## src/rtl/irq_shadow_ctx.sv

```systemverilog
module irq_shadow_ctx #(
  parameter int DW = 8,
  parameter int SW = 8,
  parameter int BW = 4
) (
  input  logic          clk,
  input  logic          rst_n,
  input  logic [DW-1:0] acc_i,
  input  logic [SW-1:0] flags_i,
  input  logic [BW-1:0] bank_i,
  input  logic          lo_en_i,
  input  logic          hi_en_i,
  input  logic          lo_entry_i,
  input  logic          hi_entry_i,
  input  logic          fast_ret_i,
  input  logic          plain_ret_i,
  input  logic          err_clr_i,
  output logic [DW-1:0] rst_acc_o,
  output logic [SW-1:0] rst_flags_o,
  output logic [BW-1:0] rst_bank_o,
  output logic          rst_valid_o,
  output logic          snap_held_o,
  output logic          snap_lvl_o,
  output logic          ovr_err_o
);
  logic [DW-1:0] sh_acc;
  logic [SW-1:0] sh_flags;
  logic [BW-1:0] sh_bank;

  wire hi_cap = hi_entry_i & hi_en_i;
  wire lo_cap = lo_entry_i & lo_en_i & ~hi_entry_i;
  wire cap    = hi_cap | lo_cap;
  wire clash  = cap & snap_held_o & ~fast_ret_i;

  always_ff @(posedge clk or negedge rst_n) begin
    if (!rst_n) begin
      sh_acc   <= '0;
      sh_flags <= '0;
      sh_bank  <= '0;
      snap_lvl_o <= 1'b0;
    end else if (cap) begin
      sh_acc   <= acc_i;
      sh_flags <= flags_i;
      sh_bank  <= bank_i;
      snap_lvl_o <= hi_cap;
    end
  end

  always_ff @(posedge clk or negedge rst_n) begin
    if (!rst_n) snap_held_o <= 1'b0;
    else if (cap) snap_held_o <= 1'b1;
    else if (fast_ret_i) snap_held_o <= 1'b0;
  end

  always_ff @(posedge clk or negedge rst_n) begin
    if (!rst_n) ovr_err_o <= 1'b0;
    else if (clash) ovr_err_o <= 1'b1;
    else if (err_clr_i) ovr_err_o <= 1'b0;
  end

  always_ff @(posedge clk or negedge rst_n) begin
    if (!rst_n) begin
      rst_acc_o   <= '0;
      rst_flags_o <= '0;
      rst_bank_o  <= '0;
      rst_valid_o <= 1'b0;
    end else begin
      rst_valid_o <= fast_ret_i;
      if (fast_ret_i) begin
        rst_acc_o   <= sh_acc;
        rst_flags_o <= sh_flags;
        rst_bank_o  <= sh_bank;
      end
    end
  end

  a_r2_capture: assert property (@(posedge clk) disable iff (!rst_n)
    (hi_entry_i && hi_en_i && !fast_ret_i) |=> (snap_held_o && snap_lvl_o));
  a_r3_disabled_no_change: assert property (@(posedge clk) disable iff (!rst_n)
    (!(hi_entry_i && hi_en_i) && !(lo_entry_i && lo_en_i) && !fast_ret_i)
      |=> ($stable(snap_held_o) && $stable(snap_lvl_o)));
  a_r4_valid_pulse: assert property (@(posedge clk) disable iff (!rst_n)
    rst_valid_o |-> $past(fast_ret_i));
  a_r4_hold: assert property (@(posedge clk) disable iff (!rst_n)
    !$past(fast_ret_i) |-> ($stable(rst_acc_o) && $stable(rst_bank_o) && $stable(rst_flags_o)));
  a_r6_sticky: assert property (@(posedge clk) disable iff (!rst_n)
    (ovr_err_o && !err_clr_i) |=> ovr_err_o);
  a_r6_set: assert property (@(posedge clk) disable iff (!rst_n)
    (snap_held_o && !fast_ret_i && hi_entry_i && hi_en_i) |=> ovr_err_o);
  a_r5_consume: assert property (@(posedge clk) disable iff (!rst_n)
    (fast_ret_i && !hi_entry_i && !lo_entry_i) |=> !snap_held_o);
endmodule

```

## config.mk

```make
export PLATFORM = sky130hd
export DESIGN_NAME = irq_shadow_ctx
export DESIGN_NICKNAME = d
export VERILOG_FILES = /design/src/rtl/irq_shadow_ctx.sv
export SDC_FILE = /design/constraint.sdc
export NUM_CORES = 1
export LEC_CHECK = 0
export ABC_CLOCK_PERIOD_IN_PS = 900
export BUFFER_PORTS_ARGS = -buffer_cell sky130_fd_sc_hd__buf_2
export CORE_AREA = 2 2 61 63
export DETAILED_ROUTE_END_ITERATION = 8
export DIE_AREA = 0 0 63 65
export PLACE_DENSITY = 0.72
export REMOVE_ABC_BUFFERS = 1
export SLEW_MARGIN = 40
export SYNTH_ARGS = -nofsm -noshare
export SYNTH_HDL_FRONTEND = slang
export SYNTH_SLANG_ARGS = --single-unit
```

## constraint.sdc

```tcl
create_clock -name clk -period 0.9 [get_ports clk]
set_input_delay 0.135 -clock clk [delete_from_list [all_inputs] [get_ports clk]]
set_output_delay 0.135 -clock clk [all_outputs]
set_load 0.005 [all_outputs]
```

==> impl_metrics.json <==
{
  "dieHeight_um": 65,
  "postRouteAntennaNets": 0,
  "drt_wl_total_mm": 3.00,
  "dp_slack_ns": -0.234,
  "antenna_found_initial": 0,
  "worstSetupPathType": "flip-flop to output pin",
  "hpwl_mm": 2.16,
  "maxSlewViolCount": 0,
  "finalSetupViolCount": 25,
  "clock.fmax_ghz": 0.982,
  "arrival_ns": 0.88,
  "gp_congestion": 0.662,
  "cts_buffers": 5,
  "synth_ff_type": "dfrtp_1",
  "grt_pass1_vias": 1056,
  "overflow": 0,
  "final_core_util_pct": 64.1,
  "fp-row-count": 22,
  "synth_most_common_cell": "dfrtp_1",
  "drtIter0Drc": 28,
  "worstHoldPathType": "input pin to flip-flop",
  "grt_pass1_wl_mm": 4.78,
  "vias": 1038,
  "cts_tree": "done",
  "synth_common_cells": "44 x dfrtp_1, 39 x mux2_2",
  "crit_slowest_cell": "dfrtp_1",
  "port_buffers": 51,
  "critPathBufInv": 1,
  "dp_cells": 198,
  "grtUsageTotal_pct": 15.7,
  "max_stage_delay_ns": 0.41,
  "syn_to_final_growth_pct": 36.9,
  "clk_pin_slew_ns": 0.11,
  "drc": 0,
  "cts_root_buffer": "clkbuf_4",
  "crit_chain": "buf_2",
  "yosys.area.top_type": "dfrtp_1",
  "clock_skew_ns": 0.00846,
  "worst_pin_slew_ns": 0.368,
  "cpLargestDelayFamily": "flip-flops",
  "grt_max_degree": 23,
  "diodes": 0,
  "rsz0062_at_grt": "yes",
  "layout.nets": 204,
  "io_pins": 53,
  "syn_inst": 98,
  "ys_ff_latch": 44,
  "clockBufferDepth": 2,
  "min_period_over_period_pct": 113,
  "worst_hold_slack_ns": 0.0304,
  "min_period_ns": 1.02,
  "clk_latency_ns": 0.34,
  "endpoint_kind": "output pin",
  "yosysWarnings": 0,
  "status": "finished with violations",
  "critPathRequiredTime_ns": 0.76,
  "drv_cap": 0,
  "start_kind": "flip-flop",
  "synth_area_leaders": "dfrtp_1 67%, mux2_2 27%, buf_6 1.4%",
  "ir_drop_uv": 882,
  "drtPass1Iterations": 4,
  "fin_cells": 223,
  "hold_violations": 0,
  "syn_avg_cell_area_um2": 16.7,
  "drive_gt1_share_pct": 61.1,
  "async_flop_share_pct": 100,
  "h-tree-depth": 2,
  "netlist_area_um2": 1640,
  "start_util_pct": 46.9,
  "die_x_um": 63,
  "cts.sinks": 44,
  "power_density_nw_per_um2": 1870,
  "ys_seq_area_share_pct": 67.2,
  "violations": "negative setup slack",
  "core-area_um2": 3500,
  "vias_per_cell": 4.65,
  "synth_top_area_share_pct": 67.2,
  "setup_ws_ns": -0.119,
  "synth-edff-count": 0,
  "fp.dieArea_um2": 4100,
  "cp_max_fo": 2,
  "relSlewSlack_pct": 75.4,
  "synth_cell_types": 12,
  "wl_per_cell_um": 13.4,
  "p_leak_nw": 1.07
}
-- layout by cell type (no fill, tap or decap) --
cell type | synthesis | layout
buf_6 | 2 | 1
inv_1 | 2 | 2
clkinv_2 | 0 | 1
nand2_1 | 2 | 2
o21ai_2 | 1 | 1
buf_12 | 0 | 5
a21oi_1 | 1 | 1
mux2_4 | 0 | 1
a32o_1 | 1 | 1
buf_4 | 0 | 4
dlygate4sd3_1 | 0 | 13
clkbuf_1 | 0 | 1
dfrtp_1 | 44 | 44
mux2_1 | 1 | 1
clkbuf_4 | 0 | 5
nor2_1 | 2 | 2
a21o_1 | 1 | 1
mux2_2 | 39 | 38
buf_2 | 2 | 51
-- metal layers --
layer,wire length [um],global-route usage (%),vias up
met3,162,6.60,2
li1,-,-,491
met1,1340,20.0,512
met4,14,5.00,0
met2,1480,24.3,33
met5,0,0,-
-- repair_timing --
| action | CTS | global route |
|---|---|---|
| endpoints found under the hold margin | 47 | 9 |
| pin swaps | 0 | 0 |
| gates resized for setup | 0 | 2 |
| setup endpoints to repair | 24 | 26 |
| setup buffers | 4 | 2 |
| hold buffers | 4 | 9 |
-- flip-flops by register name (all words and copies together), names as in the netlist, 4 cells and up --
| register | count |
|---|---|
| sh_flags | 8 |
| sh_acc | 8 |
| rst_acc_o | 8 |
| rst_bank_o | 4 |
| sh_bank | 4 |
| rst_flags_o | 8 |
-- area by class of cell --
| class | instances | area [um^2] |
|---|---|---|
| timing repair buffer | 74 | 527 |
| sequential | 44 | 1100 |
| clock buffer | 6 | 41.3 |
| inverter | 2 | 7.51 |
| fill | 283 | 1250 |
| multi-input combinational | 48 | 500 |
| clock inverter | 1 | 5.00 |
| tap | 48 | 60.1 |
-- where the power goes --
| group | internal, mW | total (mW) | leakage (nW) | switching (mW) |
|---|---|---|---|---|
| combinational | 0.577 | 0.893 | 0.522 | 0.317 |
| sequential | 2.31 | 2.47 | 0.517 | 0.160 |
| clock | 0.288 | 0.837 | 0.0281 | 0.548 |
| total | 3.18 | 4.20 | 1.07 | 1.03 |
-- cells by family (layout without fill, tap and decap cells) --
group | Yosys count | after routing | synth area share (%)
AOI/OAI and AO/OA | 4 | 4 | 1.91
buffers and inverters | 6 | 83 | 2.44
DFF | 44 | 44 | 67.2
muxes | 40 | 40 | 27.5
and+or+nand+nor | 4 | 4 | 0.917
-- through the flow --
| stage | total power [mW] | setup TNS, ns | instance area (um^2) |
|---|---|---|---|
| floorplan | 2.86 | -8.99 | 1610 |
| global placement | 3.27 | -3.95 | 2020 |
| detailed placement | 3.32 | -4.41 | 2020 |
| CTS | 4.22 | -2.85 | 2140 |
| global route | 4.47 | -3.81 | 2240 |
| finish | 4.20 | -2.22 | 2240 |
-- worst paths after layout --
check,start,end,slack (ns),cells past startpoint
max in group asynchronous,rst_n,rst_flags_o[3],0.25,3
min in group asynchronous,rst_n,rst_bank_o[2],0.22,2
hold reg to reg,ovr_err_o,ovr_err_o,0.50,1
setup reg to reg,snap_held_o,ovr_err_o,-0.05,3
hold / removal,acc_i[3],sh_acc[3],0.03,2
setup / recovery,rst_bank_o[2],rst_bank_o[2],-0.12,1
(Power assumes the default switching activity.)
